### src/rtl/gsbe_pkg.sv
package gsbe_pkg;

    typedef enum logic {
        CLS_BE = 1'b0,
        CLS_GS = 1'b1
    } cls_e;

    localparam int NCLS = 2;

    // Reads the flag bits of a flit of width fw = payload + 2
    function automatic logic flit_is_head(input logic [1:0] flags);
        return flags[1];
    endfunction

    function automatic logic flit_is_tail(input logic [1:0] flags);
        return flags[0];
    endfunction

endpackage

### src/rtl/gsbe_fifo.sv
module gsbe_fifo #(
    parameter int WIDTH = 18,
    parameter int DEPTH = 4,
    localparam int CW = $clog2(DEPTH + 1),
    localparam int AW = (DEPTH > 1) ? $clog2(DEPTH) : 1
) (
    input  logic             clk,
    input  logic             rst,
    input  logic             push,
    input  logic [WIDTH-1:0] wdata,
    input  logic             pop,
    output logic [WIDTH-1:0] rdata,
    output logic             full,
    output logic             nempty,
    output logic [CW-1:0]    count
);

    logic [WIDTH-1:0] mem [DEPTH];
    logic [AW-1:0]    wptr, rptr;

    function automatic logic [AW-1:0] bump(input logic [AW-1:0] ptr);
        return (ptr == AW'(DEPTH - 1)) ? '0 : ptr + 1'b1;
    endfunction

    assign full   = (count == CW'(DEPTH));
    assign nempty = (count != '0);
    assign rdata  = mem[rptr];

    always_ff @(posedge clk) begin
        if (rst) begin
            wptr  <= '0;
            rptr  <= '0;
            count <= '0;
        end else begin
            if (push) begin
                mem[wptr] <= wdata;
                wptr      <= bump(wptr);
            end
            if (pop) rptr <= bump(rptr);
            count <= count + CW'(push) - CW'(pop);
        end
    end

    AST_NO_OVERFLOW: assert property (@(posedge clk) disable iff (rst) push |-> !full);
    AST_NO_UNDERFLOW: assert property (@(posedge clk) disable iff (rst) pop |-> nempty);

endmodule

### src/rtl/gsbe_ingress.sv
module gsbe_ingress (
    input  logic clk,
    input  logic rst,
    input  logic is_head,
    input  logic cls_bit,
    input  logic fire,
    output logic tgt
);

    logic cls_q;

    // A head steers by its own bit; later flits follow the latched class
    assign tgt = is_head ? cls_bit : cls_q;

    always_ff @(posedge clk) begin
        if (rst)                  cls_q <= 1'b0;
        else if (fire && is_head) cls_q <= cls_bit;
    end

endmodule

### src/rtl/gsbe_egress.sv
module gsbe_egress
    import gsbe_pkg::*;
#(
    parameter int FLIT_W = 18
) (
    input  logic                          clk,
    input  logic                          rst,
    input  logic [NCLS-1:0]               q_nempty,
    input  logic [NCLS-1:0][FLIT_W-1:0]   q_front,
    input  logic                          out_ready,
    output logic                          out_valid,
    output logic [FLIT_W-1:0]             out_flit,
    output logic [NCLS-1:0]               q_pop
);

    logic cmt_on;
    cls_e cmt_cls;
    cls_e sel;
    logic fire, tail;

    always_comb begin
        if (cmt_on)                 sel = cmt_cls;
        else if (q_nempty[CLS_GS])  sel = CLS_GS;
        else                        sel = CLS_BE;
    end

    assign out_valid = q_nempty[sel];
    assign out_flit  = q_front[sel];
    assign fire      = out_valid && out_ready;
    assign tail      = flit_is_tail(out_flit[FLIT_W-1 -: 2]);

    always_comb begin
        q_pop = '0;
        q_pop[sel] = fire;
    end

    // Commit on first offer, release on accepted tail
    always_ff @(posedge clk) begin
        if (rst) begin
            cmt_on  <= 1'b0;
            cmt_cls <= CLS_BE;
        end else if (fire && tail) begin
            cmt_on  <= 1'b0;
        end else if (out_valid) begin
            cmt_on  <= 1'b1;
            cmt_cls <= sel;
        end
    end

    AST_STALL_HOLD: assert property (@(posedge clk) disable iff (rst)
        (out_valid && !out_ready) |=> (out_valid && $stable(out_flit)));

endmodule

### src/rtl/gsbe_link_arb.sv
module gsbe_link_arb
    import gsbe_pkg::*;
#(
    parameter int DATA_W = 16,
    parameter int DEPTH  = 4,
    parameter int NPORT  = 2,
    localparam int FLIT_W = DATA_W + 2,
    localparam int CW     = $clog2(DEPTH + 1),
    localparam int PW     = (NPORT > 1) ? $clog2(NPORT) : 1
) (
    input  logic                          clk,
    input  logic                          rst,
    input  logic [NPORT-1:0]              in_valid,
    input  logic [NPORT-1:0][FLIT_W-1:0]  in_flit,
    output logic [NPORT-1:0]              in_ready,
    output logic                          out_valid,
    output logic [FLIT_W-1:0]             out_flit,
    input  logic                          out_ready,
    output logic [CW-1:0]                 gs_count,
    output logic [CW-1:0]                 be_count
);

    logic [NPORT-1:0] hd, tl, tgt, fire;
    logic [NCLS-1:0][NPORT-1:0] claim, win, fire_to;
    logic [NCLS-1:0]             lock_on, q_full, q_nempty, q_pop, wr_en;
    logic [NCLS-1:0][PW-1:0]     lock_by, wr_port;
    logic [NCLS-1:0][FLIT_W-1:0] wr_data, q_front;
    logic [NCLS-1:0][CW-1:0]     q_count;

    // Per-port class steering
    for (genvar p = 0; p < NPORT; p++) begin : g_port
        assign hd[p] = flit_is_head(in_flit[p][FLIT_W-1 -: 2]);
        assign tl[p] = flit_is_tail(in_flit[p][FLIT_W-1 -: 2]);
        gsbe_ingress u_ing (
            .clk     (clk),
            .rst     (rst),
            .is_head (hd[p]),
            .cls_bit (in_flit[p][0]),
            .fire    (fire[p]),
            .tgt     (tgt[p])
        );
    end

    // Heads contending for a free queue: lowest port index wins
    always_comb begin
        for (int q = 0; q < NCLS; q++) begin
            logic taken;
            taken = 1'b0;
            for (int p = 0; p < NPORT; p++) begin
                claim[q][p] = in_valid[p] && hd[p] && (tgt[p] == 1'(q)) && !lock_on[q];
                win[q][p]   = claim[q][p] && !taken;
                taken       = taken || claim[q][p];
            end
        end
    end

    always_comb begin
        for (int p = 0; p < NPORT; p++) begin
            logic allow;
            if (lock_on[tgt[p]]) allow = (lock_by[tgt[p]] == PW'(p));
            else                 allow = win[tgt[p]][p];
            in_ready[p] = allow && !q_full[tgt[p]];
            fire[p]     = in_valid[p] && in_ready[p];
        end
    end

    // Write side of each queue, with per-queue ownership lock
    for (genvar q = 0; q < NCLS; q++) begin : g_cls
        always_comb begin
            wr_port[q] = '0;
            for (int p = 0; p < NPORT; p++) begin
                fire_to[q][p] = fire[p] && (tgt[p] == 1'(q));
                if (fire_to[q][p]) wr_port[q] = PW'(p);
            end
            wr_en[q]   = |fire_to[q];
            wr_data[q] = in_flit[wr_port[q]];
        end

        always_ff @(posedge clk) begin
            if (rst) begin
                lock_on[q] <= 1'b0;
                lock_by[q] <= '0;
            end else if (wr_en[q]) begin
                if (hd[wr_port[q]] && !tl[wr_port[q]]) begin
                    lock_on[q] <= 1'b1;
                    lock_by[q] <= wr_port[q];
                end else if (tl[wr_port[q]]) begin
                    lock_on[q] <= 1'b0;
                end
            end
        end

        gsbe_fifo #(.WIDTH(FLIT_W), .DEPTH(DEPTH)) u_q (
            .clk    (clk),
            .rst    (rst),
            .push   (wr_en[q]),
            .wdata  (wr_data[q]),
            .pop    (q_pop[q]),
            .rdata  (q_front[q]),
            .full   (q_full[q]),
            .nempty (q_nempty[q]),
            .count  (q_count[q])
        );

        AST_ONE_WRITER: assert property (@(posedge clk) disable iff (rst) $onehot0(fire_to[q]));
    end

    gsbe_egress #(.FLIT_W(FLIT_W)) u_egr (
        .clk       (clk),
        .rst       (rst),
        .q_nempty  (q_nempty),
        .q_front   (q_front),
        .out_ready (out_ready),
        .out_valid (out_valid),
        .out_flit  (out_flit),
        .q_pop     (q_pop)
    );

    assign gs_count = q_count[CLS_GS];
    assign be_count = q_count[CLS_BE];

    // Packet-level tracking on the link, for the interleave check
    logic out_open;
    logic out_cls;
    logic out_fire;
    assign out_fire = out_valid && out_ready;

    always_ff @(posedge clk) begin
        if (rst) begin
            out_open <= 1'b0;
            out_cls  <= 1'b0;
        end else if (out_fire) begin
            if (flit_is_head(out_flit[FLIT_W-1 -: 2]) && !flit_is_tail(out_flit[FLIT_W-1 -: 2])) begin
                out_open <= 1'b1;
                out_cls  <= q_pop[CLS_GS];
            end else if (flit_is_tail(out_flit[FLIT_W-1 -: 2])) begin
                out_open <= 1'b0;
            end
        end
    end

    AST_PKT_ATOMIC: assert property (@(posedge clk) disable iff (rst)
        (out_open && out_fire) |-> q_pop[out_cls]);

endmodule

### config.mk
export PLATFORM = sky130hd
export DESIGN_NAME = gsbe_link_arb
export DESIGN_NICKNAME = d
export VERILOG_FILES = /design/src/rtl/gsbe_pkg.sv /design/src/rtl/gsbe_fifo.sv /design/src/rtl/gsbe_ingress.sv /design/src/rtl/gsbe_egress.sv /design/src/rtl/gsbe_link_arb.sv
export SDC_FILE = /design/constraint.sdc
export NUM_CORES = 1
export LEC_CHECK = 0
export BUFFER_PORTS_ARGS = -buffer_cell sky130_fd_sc_hd__buf_2
export CAP_MARGIN = 20
export CORE_MARGIN = 2
export CORE_UTILIZATION = 30
export CTS_BUF_LIST = sky130_fd_sc_hd__clkbuf_16
export CTS_CLUSTER_SIZE = 25
export DETAILED_ROUTE_END_ITERATION = 6
export GPL_ROUTABILITY_DRIVEN = 0
export MAX_ROUTING_LAYER = met4
export PLACE_DENSITY = 0.46
export SYNTH_ARGS = -nofsm -noshare
export SYNTH_HDL_FRONTEND = slang
export SYNTH_SLANG_ARGS = --single-unit
### constraint.sdc
create_clock -name clk -period 7 [get_ports clk]
set_input_delay 2.1 -clock clk [delete_from_list [all_inputs] [get_ports clk]]
set_output_delay 2.1 -clock clk [all_outputs]
set_load 0.03 [all_outputs]
Word level (Yosys, flattened, before mapping)
Memory sizes are Yosys's and may differ from the RTL's. A register that Yosys moved wholly into a read port is not among the register bits. Index checks and enable logic that the tools add are counted.

Memory bits (writable): 144. Bits in registers: 22. Memories: 2. Word-level logic and storage cells: 148. Bits of input ports: 41.

Reduce and logical (&&, ||, !) cells: 47. Mux-type cells: 60. Bitwise operators: 5. Equality and inequality tests: 6. Order comparisons: 6. Add/sub/neg operators: 8.

Memories: g_cls[0].u_q.mem (words 4, width 18, rd ports 1, clocked after memory_dff 1, wr ports 1, RTL line gsbe_fifo.sv:18) `logic [WIDTH-1:0] mem [DEPTH];`; g_cls[1].u_q.mem (words 4, width 18, rd ports 1, clocked after memory_dff 1, wr ports 1, RTL line gsbe_fifo.sv:18).

Operator list (count): $mux W18 (6); $mux W1 (43); $logic_and A1 B1 Y1 (27); $mux W2 (10); $lt A1 B2 Y1 const B (5); $reduce_and A2 Y1 (5); $add A2 B1 Y2 const B (4); $eq A2 B2 Y1 const B (4); $logic_not A1 Y1 (8); $add A3 B1 Y3 (2); $eq A3 B3 Y1 const B (2); $reduce_bool A3 Y1 (2); $reduce_or A2 Y1 (3); $sub A3 B1 Y3 (2); $not A1 Y1 (4); $reduce_bool A2 Y1 (2); $and A2 B2 Y2 (1); $demux W1 S1 (1); $ge A1 B1 Y1 const B (1).

Longest topological paths before layout
Gate-level depths: netlist of run 1.

Depth in word-level cells: 19. Depth in mapped cells: 14. Gate-level depth less buffers: 13.

By module
From an unflattened synthesis of run 1, not the netlist that was laid out.

Cells, all modules: 431. Area, all modules: 7698.6 µm².

Modules (own cells, without submodules): gsbe_fifo (area an instance 3100.5 µm², cells each 138, times used 2); gsbe_link_arb (area an instance 942.2 µm², cells each 103, times used 1); gsbe_egress (area an instance 445.4 µm², cells each 42, times used 1); gsbe_ingress (area an instance 55.1 µm², cells each 5, times used 2).

Least setup slack after synthesis of run 1
Ideal clock, no wire load.

Kind: input to output. Start point: input in_flit[35] (netlist bit). End point: output in_ready[1]. Data required time: 4900 ps. Cell stages on the path: 5. Data arrival time: 3323 ps. Path buffers: 1. Setup slack: 1577 ps. Cell sequence: buf_6 -> mux2_4 -> a221oi_4 -> nor2_2 -> nor2_1.

Cells in the longest elaborated chain, start to end: 9. Elaborated cells between the ends (all ways): 20. Those cells by class: mux (10); bitwise (1); reduce/logical (9).

Ends and longest elaborated chain: start, declared (RTL line gsbe_link_arb.sv:14) `input logic [NPORT-1:0][FLIT_W-1:0] in_flit,`; $mux W1 (RTL line gsbe_ingress.sv:13) `assign tgt = is_head ? cls_bit : cls_q;`; $not A1 Y1 (RTL line gsbe_link_arb.sv:50) `claim[q][p] = in_valid[p] && hd[p] && (tgt[p] == 1'(q)) && !lock_on[q];`; $logic_and A1 B1 Y1 (2 in series) (RTL line gsbe_link_arb.sv:50); $logic_and A1 B1 Y1 (RTL line gsbe_link_arb.sv:51) `win[q][p] = claim[q][p] && !taken;`; $mux W2 (implied by the code) (2 in series) (RTL line gsbe_link_arb.sv:61) `else allow = win[tgt[p]][p];`; $mux W1 (RTL line gsbe_link_arb.sv:60) `if (lock_on[tgt[p]]) allow = (lock_by[tgt[p]] == PW'(p));`; $logic_and A1 B1 Y1 * (RTL line gsbe_link_arb.sv:62) `in_ready[p] = allow && !q_full[tgt[p]];`; end, declared (RTL line gsbe_link_arb.sv:15) `output logic [NPORT-1:0] in_ready,`.

Mark *: on every way between the ends. The rest lies on a longest branch, timed or not. The select of a mux whose other input is x is not followed.

Worst setup path in the final report of run 1
Ends and elaborated chain as after synthesis.

==> flow_metrics.tcl, run 1 <==
set metrics [dict create \
    postCtsHoldBufs 0 \
    fmax_ghz 0.184 \
    hp-class "reg2reg" \
    syn_area_um2 7360 \
    ys.flop_type "edfxtp_1" \
    drtIter0Drc 219 \
    startpoint_type "input port" \
    max-slew-margin-rel_pct 31.1 \
    dieArea_um2 25800 \
    routedWlPerCell_um 18.9 \
    layout_common_cells "edfxtp_1, buf_2, nand2_1, mux2_2, mux4_2" \
    cts-htree-levels 4 \
    grt_pass1_vias 4404 \
    skew_ns 0.00772 \
    cp_cell_sequence "buf_2 > mux2_4 > a221oi_4 > nor2_2 > nor2_1 > buf_2" \
    cts_buffer_depth 2 \
    avgSynthCellArea_um2 16.3 \
    hold_violations 0 \
    finalSetupViolCount 0 \
    die_height_um 161 \
    fin_crit_ns 5.43 \
    first_pass_iters 4 \
    finalCritPeriodShare_pct 77.6 \
    hpwl_mm 10.4 \
    synthCells 452 \
    initial_core_util_pct 30.4 \
    gr-total-overflow 0 \
    clk_latency_ns 0.42 \
    grt_max_degree 25 \
    io_buffers 67 \
    cp_common_cell "buf_2" \
    ctsResizeCount 0 \
    fin_setup_tns_ns 0 \
    crit_type "in2out" \
    maxSlewViolCount 0 \
    post-cts-setup-buffers 0 \
    cp.arrival_ns 3.33 \
    outcome "finished, final reports clean" \
    syn2layout_area_growth_pct 17.8 \
    core-area_um2 24200 \
    antenna_cells 0 \
    wirelength_mm 16.4 \
    routed_via_density 4.71 \
    globalRouteMet3Util_pct 3.36 \
    synthMuxAreaShare_pct 18.1 \
    tightest_slew_ns 1.03 \
    met1_usage_pct 17.1 \
    yosysWarnings 0 \
    drc 0 \
    final_antenna_net_count 0 \
    final_common_cell "edfxtp_1" \
    pre_cts_slack_ns 1.57 \
    drive_gt1_share_pct 35.9 \
    boundaryPins 68 \
    leakage_nw 3.02 \
    power.density_nw_per_um2 350 \
    cts_root_buffer "clkbuf_16" \
    cts_tree "yes" \
    clock-sinks 170 \
    worstPathMaxFanout 7 \
    cap_violations 0 \
    antenna_found_initial 0 \
    synth-edff-count 144 \
    async_flop_share_pct 0 \
    synth-adder-area-share_pct 2.92 \
    grt_pass1_wl_mm 25.2 \
    endpoint_kind "output pin" \
    grt_use_met2_pct 22.2 \
    critical-path-max-stage-delay_ns 0.34 \
    rows 57 \
    synth-compound-area-share_pct 2.92 \
    num_vias 4072 \
    r2r_cells 6 \
    vdd_drop_max_v 0.000272 \
    synth_nets 509 \
    cp_slowest_cell "mux2_4" \
    synth-simple-area-share_pct 7.65 \
    synth_top_family_by_area "multiplexers" \
    grt_setup_unrepaired "false" \
    top_usage_layer "met2" \
    seq_area_frac_synth_pct 65.8 \
    cts_buffers 17 \
    track_usage_pct 13.7 \
    regToRegSetupSlack_ns 3.51 \
    min_path_cells 2 \
    layout.nets 586 \
    setup_ws_ns 1.57 \
    yosysUniqueCellTypes 51 \
    fp.dieW_um 161 \
    ys_ff_latch 170 \
    clk_pin_slew_worst_paths_ns 0.07 \
    synth-xor-area-share_pct 0.476 \
    critPathRequiredTime_ns 4.90 \
]
[synthesized netlist by cell type (2+ instances only)]
cell        n  area, µm²
or3_1       5       31.3
a21oi_1     7       35.0
xnor2_1     3       26.3
inv_1      18       67.6
buf_1       3       11.3
nor2_1     18       67.6
nand3b_1    3       22.5
dfxtp_1    26        521
clkbuf_1    5       18.8
and2_1      8       50.1
edfxtp_1  144       4320
nand2_1    59        221
nand4_1     3       18.8
buf_2       9       45.0
mux2i_1     8       80.1
nor2b_1     3       18.8
o21ai_0     5       25.0
nand3_1     3       15.0
mux4_2     36        811
fa_1        2       40.0
ha_1       14        175
mux2_2     38        428
a31oi_1     3       18.8
nand2b_1    2       12.5
[through the flow]
| stage | instance area (µm²) | hold WS, ns | std cells | total power, mW | utilization, % |
|---|---|---|---|---|---|
| 2_1_floorplan | 7360 | 0.434 | 452 | 1.90 | - |
| 3_3_place_gp | 8080 | 0.458 | 832 | 2.15 | 33.4 |
| 3_5_place_dp | 8100 | 0.461 | 833 | 2.18 | 33.5 |
| 4_1_cts | 8660 | 0.469 | 864 | 3.08 | 35.8 |
| 5_1_grt | 8670 | 0.497 | 865 | 3.18 | 35.9 |
| 6_report | 8670 | 0.476 | 865 | 3.04 | 35.9 |
[critical path: cells and delay by family]
kind            cells  cell delay [ns]
buf+inv             2             0.37
simple gates        2             0.23
mux                 1             0.34
compound gates      1             0.28
[per-layer routing]
metal / wire length (µm) / vias up
li1: - / 1893
met1: 7550 / 2072
met2: 8040 / 90
met3: 564 / 17
met4: 225 / 0
met5: 0 / -
[logic make-up after synthesis]
kind of cell | count (synthesis)
adders and majority gates | 16
DFF | 170
AOI/OAI and AO/OA | 27
and+or+nand+nor | 116
muxes | 83
buffers and inverters | 36
xor gates and xnor gates | 4
[final cells by class]
cell class,count,area [µm²]
Multi-Input combinational cell,246,2370
Clock inverter,14,139
Clock buffer,17,425
Timing Repair Buffer,76,418
Fill cell,2302,15500
Tap cell,324,405
Sequential cell,170,4840
Inverter,18,67.6
[sequential cells by signal (all words and copies together), names as in the netlist, named ones only]
register,flops
g_cls.u_q.count,6
g_port.u_ing.cls_q,2
g_cls.u_q.mem,144
u_egr.cmt_on,1
lock_on,2
g_cls.u_q.wptr,4
lock_by,2
g_cls.u_q.rptr,4
u_egr.cmt_cls,1
[path summary, 6_finish.rpt]
path,to,start
worst min-delay path,g_port[0].u_ing.cls_q,g_port[0].u_ing.cls_q
worst max-delay path,in_ready[1],in_flit[35]
worst min register to register,g_port[0].u_ing.cls_q,g_port[0].u_ing.cls_q
worst max register to register,g_cls[1].u_q.mem[0][0],g_cls[1].u_q.count[1]
[report_power, final]
| group | internal (mW) | switching (mW) |
|---|---|---|
| Combinational | 0.387 | 0.570 |
| Clock | 0.469 | 0.419 |
| Sequential | 1.15 | 0.0438 |
(Power assumes the default switching activity.)
==> inputs of run 2 (changes only) <==
--- a/config.mk
+++ b/config.mk
@@ -14,7 +14,7 @@
 export DETAILED_ROUTE_END_ITERATION = 6
 export GPL_ROUTABILITY_DRIVEN = 0
 export MAX_ROUTING_LAYER = met4
-export PLACE_DENSITY = 0.46
+export PLACE_DENSITY = 0.48
 export SYNTH_ARGS = -nofsm -noshare
 export SYNTH_HDL_FRONTEND = slang
 export SYNTH_SLANG_ARGS = --single-unit
==> constraint.sdc (replaced) <==
create_clock -name clk -period 4.73 [get_ports clk]
set_input_delay 1.419 -clock clk [delete_from_list [all_inputs] [get_ports clk]]
set_output_delay 1.419 -clock clk [all_outputs]
set_load 0.03 [all_outputs]
==> flow_metrics.tcl, run 2 (synthesized netlist as in run 1, its figures left out) <==
set metrics [dict create \
    clock-sinks 170 \
    antenna_found_initial 0 \
    grt_pass1_vias 4328 \
    fin_crit_ns 4.04 \
    final_antenna_net_count 0 \
    tightest_slew_ns 1.07 \
    grt_max_degree 25 \
    cp_common_cell "buf_2" \
    grt_pass1_wl_mm 25.2 \
    hold_violations 0 \
    crit_type "in2out" \
    drc 0 \
    critPathRequiredTime_ns 3.31 \
    endpoint_kind "output pin" \
    num_vias 4094 \
    cts_tree "yes" \
    clk_pin_slew_worst_paths_ns 0.06 \
    initial_core_util_pct 30.4 \
    vdd_drop_max_v 0.000447 \
    drive_gt1_share_pct 36.1 \
    cts_root_buffer "clkbuf_16" \
    top_regs "g_cls.u_q.mem x144, g_cls.u_q.count x6" \
    syn2layout_area_growth_pct 18.2 \
    routedWlPerCell_um 18.8 \
    holdWs_ns 0.472 \
    fin_setup_tns_ns 0 \
    cp.arrival_ns 2.62 \
    wirelength_mm 16.3 \
    place_area_um2 8120 \
    cp_slowest_cell "mux2_4" \
    cap_violations 0 \
    boundaryPins 68 \
    finalCritPeriodShare_pct 85.5 \
    leakage_nw 3.05 \
    routed_via_density 4.71 \
    postCtsHoldBufs 0 \
    finalSetupViolCount 0 \
    drtIter0Drc 160 \
    power.density_nw_per_um2 518 \
    top_register "g_cls.u_q.mem" \
    antenna_cells 0 \
    dieArea_um2 25800 \
    first_pass_iters 4 \
    startpoint_type "input port" \
    register_area_um2 4840 \
    maxSlewViolCount 0 \
    fmax_ghz 0.247 \
    max-slew-margin-rel_pct 28.8 \
    clk_latency_ns 0.42 \
    skew_ns 0.00986 \
    cts_buffers 17 \
    fillers 2335 \
    hp-class "reg2reg" \
    die_height_um 161 \
    fin_util_pct 36.0 \
    layout_common_cells "edfxtp_1, buf_2, nand2_1, mux2_2, mux4_2" \
    io_buffers 67 \
    cp_cell_sequence "buf_2 > mux2_4 > a221oi_4 > nor2_2 > nor2_1 > buf_2" \
    multi_input_area_um2 2370 \
    hpwl_mm 10.4 \
    final_common_cell "edfxtp_1" \
    largest_reg_flops 144 \
    fp.dieW_um 161 \
    cts-htree-levels 4 \
    critical-path-max-stage-delay_ns 0.34 \
    worstPathMaxFanout 7 \
    gr-total-overflow 0 \
    rows 57 \
    postLayoutCellArea_um2 8700 \
    grt_setup_unrepaired "false" \
    ctsResizeCount 0 \
    outcome "finished, final reports clean" \
    layout.nets 589 \
    core-area_um2 24200 \
    cts_buffer_depth 2 \
    track_usage_pct 13.8 \
    post-cts-setup-buffers 0 \
]
==> run 2: cell types whose count changed in the layout (fill, tap and decap cells not counted), moves of 2 or more <==
cell and change:
buf_4 +5, clkinvlp_4 -3, buf_8 -2, clkinv_4 +2, clkinv_8 -2
==> run 2: layout make-up <==
| type | instances | share of cell area (%) |
|---|---|---|
| clock buffers | 17 | 4.89 |
| clock inverters | 15 | 1.78 |
| inverters | 18 | 0.777 |
| multi-input cells | 246 | 27.3 |
| flip-flops and latches | 170 | 55.7 |
| well taps | 324 | 4.66 |
| repair buffers | 79 | 4.89 |
==> run 2: per-layer routing <==
metal  vias to the layer above  track usage, %  wire length, µm
met2                        85            22.4             8160
met3                        19            3.43              587
met5                         -               -                0
li1                       1899               -                -
met4                         0            4.14              233
met1                      2091            17.1             7330
==> run 2: final timing paths <==
path                          from               endpoint  slack [ns]  cells past startpoint
max                    in_flit[35]            in_ready[1]        0.69                      6
min reg2reg             lock_by[0]             lock_by[0]        0.47                      2
max reg2reg  g_cls[1].u_q.count[2]  g_cls[0].u_q.count[2]        1.65                     13
min                     lock_by[0]             lock_by[0]        0.47                      2
==> run 2: metrics by stage <==
stage,power [mW],instances,setup slack (ns)
floorplan,2.81,452,0.669
global placement,3.20,837,0.704
CTS,4.58,869,0.680
detailed placement,3.22,837,0.684
global route,4.74,869,0.606
finish,4.51,869,0.687
==> run 2: worst max-delay path, delay by kind of cell <==
kind            cells  cell delay (ns)
compound gates      1             0.27
mux                 1             0.34
simple gates        2             0.23
buf+inv             2             0.36
==> run 2: where the power goes <==
group	switching, mW	internal [mW]	total (mW)
clock network	0.603	0.746	1.35
logic	0.830	0.562	1.39
registers	0.0712	1.70	1.77
==> inputs of run 3 (changes only) <==
--- a/config.mk
+++ b/config.mk
@@ -7,13 +7,12 @@
 export LEC_CHECK = 0
 export BUFFER_PORTS_ARGS = -buffer_cell sky130_fd_sc_hd__buf_2
 export CAP_MARGIN = 20
-export CORE_MARGIN = 2
+export CORE_MARGIN = 10
 export CORE_UTILIZATION = 30
 export CTS_BUF_LIST = sky130_fd_sc_hd__clkbuf_16
 export CTS_CLUSTER_SIZE = 25
 export DETAILED_ROUTE_END_ITERATION = 6
 export GPL_ROUTABILITY_DRIVEN = 0
-export MAX_ROUTING_LAYER = met4
 export PLACE_DENSITY = 0.48
 export SYNTH_ARGS = -nofsm -noshare
 export SYNTH_HDL_FRONTEND = slang
==> flow_metrics.tcl, run 3 (synthesized netlist as in run 1, its figures left out) <==
set metrics [dict create \
    drc 0 \
    crit_buf_inv 2 \
    grt_pass1_wl_mm 25.5 \
    post-cts-setup-buffers 0 \
    hold_violations 0 \
    cts_root_buffer "clkbuf_16" \
    io_buffers 67 \
    outcome "finished, final reports clean" \
    power_frac_seq_pct 39.3 \
    switching_share_pct 33.1 \
    grt_setup_unrepaired "false" \
    cts_buffers 17 \
    grt_pass1_vias 4432 \
    pre_cts_slack_ns 0.683 \
    clkPwrFrac_pct 29.4 \
    first_pass_iters 5 \
    worstPathMaxFanout 7 \
    layout.nets 590 \
    max-slew-margin-rel_pct 30.0 \
    routedWlPerCell_um 19.1 \
    fp.dieW_um 177 \
    syn2layout_area_growth_pct 18.1 \
    die_height_um 177 \
    critPathRequiredTime_ns 3.31 \
    power.density_nw_per_um2 515 \
    clock-sinks 170 \
    postCtsHoldBufs 0 \
    gr-total-overflow 0 \
    num_vias 4122 \
    initial_core_util_pct 30.4 \
    clk_pin_slew_worst_paths_ns 0.07 \
    fmax_ghz 0.247 \
    track_usage_pct 10.9 \
    cp_cell_sequence "buf_2 > mux2_4 > a221oi_4 > nor2_2 > nor2_1 > buf_2" \
    routed_via_density 4.74 \
    top_register "g_cls.u_q.mem" \
    layout_common_cells "edfxtp_1, buf_2, nand2_1, mux2_2, mux4_2" \
    boundaryPins 68 \
    dieArea_um2 31200 \
    hpwl_mm 11.0 \
    cp_common_cell "buf_2" \
    fillers 2340 \
    skew_ns 0.00888 \
    drtIter0Drc 195 \
    grt_max_degree 25 \
    core-area_um2 24200 \
    tightest_slew_ns 1.05 \
    crit_type "in2out" \
    finalCritPeriodShare_pct 85.7 \
    final_antenna_net_count 0 \
    cts_buffer_depth 2 \
    fin_cells 870 \
    final_common_cell "edfxtp_1" \
    hp-class "reg2reg" \
    drive_gt1_share_pct 36.1 \
    finalSetupViolCount 0 \
    antenna_cells 0 \
    startpoint_type "input port" \
    fin_crit_ns 4.05 \
    antenna_found_initial 0 \
    fin_setup_tns_ns 0 \
    p_sw_mw 1.48 \
    place_inst 838 \
    leakage_nw 3.05 \
    cp_slowest_cell "mux2_4" \
    rows 57 \
    cts_tree "yes" \
    internal_power_mw 2.99 \
    vdd_drop_max_v 0.000479 \
    setup_ws_ns 0.675 \
    cap_violations 0 \
    critical-path-max-stage-delay_ns 0.34 \
    top_regs "g_cls.u_q.mem x144, g_cls.u_q.count x6" \
    power_frac_comb_pct 31.3 \
    wirelength_mm 16.6 \
    endpoint_kind "output pin" \
    clk_latency_ns 0.42 \
    cp.arrival_ns 2.64 \
    largest_reg_flops 144 \
    cts-htree-levels 4 \
    crit_family "buffers and inverters" \
    ctsResizeCount 0 \
    maxSlewViolCount 0 \
    power.total_mw 4.48 \
]
==> run 3: cell types whose count changed in the layout (fill, tap and decap cells not counted) <==
cell        change
inv_8           -3
inv_1           +1
clkinv_4        +4
buf_4           +1
inv_6           -1
clkinvlp_4      -1
==> run 3: layer usage <==
metal,GRT usage [%],share of wire (%)
met1,13.5,45
met2,18.1,50
met3,2.92,3.6
met4,3.57,1.2
met5,0,0
==> run 3: path summary, 6_finish.rpt <==
check / start / endpoint / slack, ns / depth (start not counted)
worst min-delay path: g_port[0].u_ing.cls_q / g_port[0].u_ing.cls_q / 0.47 / 2
worst max register to register: g_cls[1].u_q.count[2] / g_cls[0].u_q.count[2] / 1.62 / 13
worst min register to register: g_port[0].u_ing.cls_q / g_port[0].u_ing.cls_q / 0.47 / 2
worst max-delay path: in_flit[35] / in_ready[1] / 0.68 / 6
==> run 3: layout make-up <==
cell class              count  area [µm²]  share of cell area [%]
clock buffers              17         425                    4.89
multi-input cells         246        2370                    27.3
inverters                  18        67.6                   0.777
well taps                 324         405                    4.66
clock inverters            15         144                    1.65
repair buffers             80         433                    4.98
flip-flops and latches    170        4840                    55.7
==> run 3: metrics by stage <==
stage	utilization (%)	instance area, µm²	hold slack (ns)
after floorplan	-	7360	0.434
after global placement	33.5	8130	0.455
after detailed placement	33.5	8130	0.459
after CTS	35.9	8690	0.470
after global routing	35.9	8690	0.497
final	35.9	8690	0.465
==> run 3: power by group through the flow <==
stage / logic [mW] / registers, mW / clock network, mW
floorplan: 1.01 / 1.80 / 0
global placement: 1.42 / 1.79 / 0
detailed placement: 1.44 / 1.79 / 0
CTS: 1.44 / 1.76 / 1.35
global route: 1.53 / 1.77 / 1.41
finish: 1.40 / 1.76 / 1.32
==> run 3: worst min-delay path, cell delays in order, from the launching register on <==
cell and delay [ns]:
dfxtp_1 0.31, nand2_1 0.05, a21oi_1 0.06
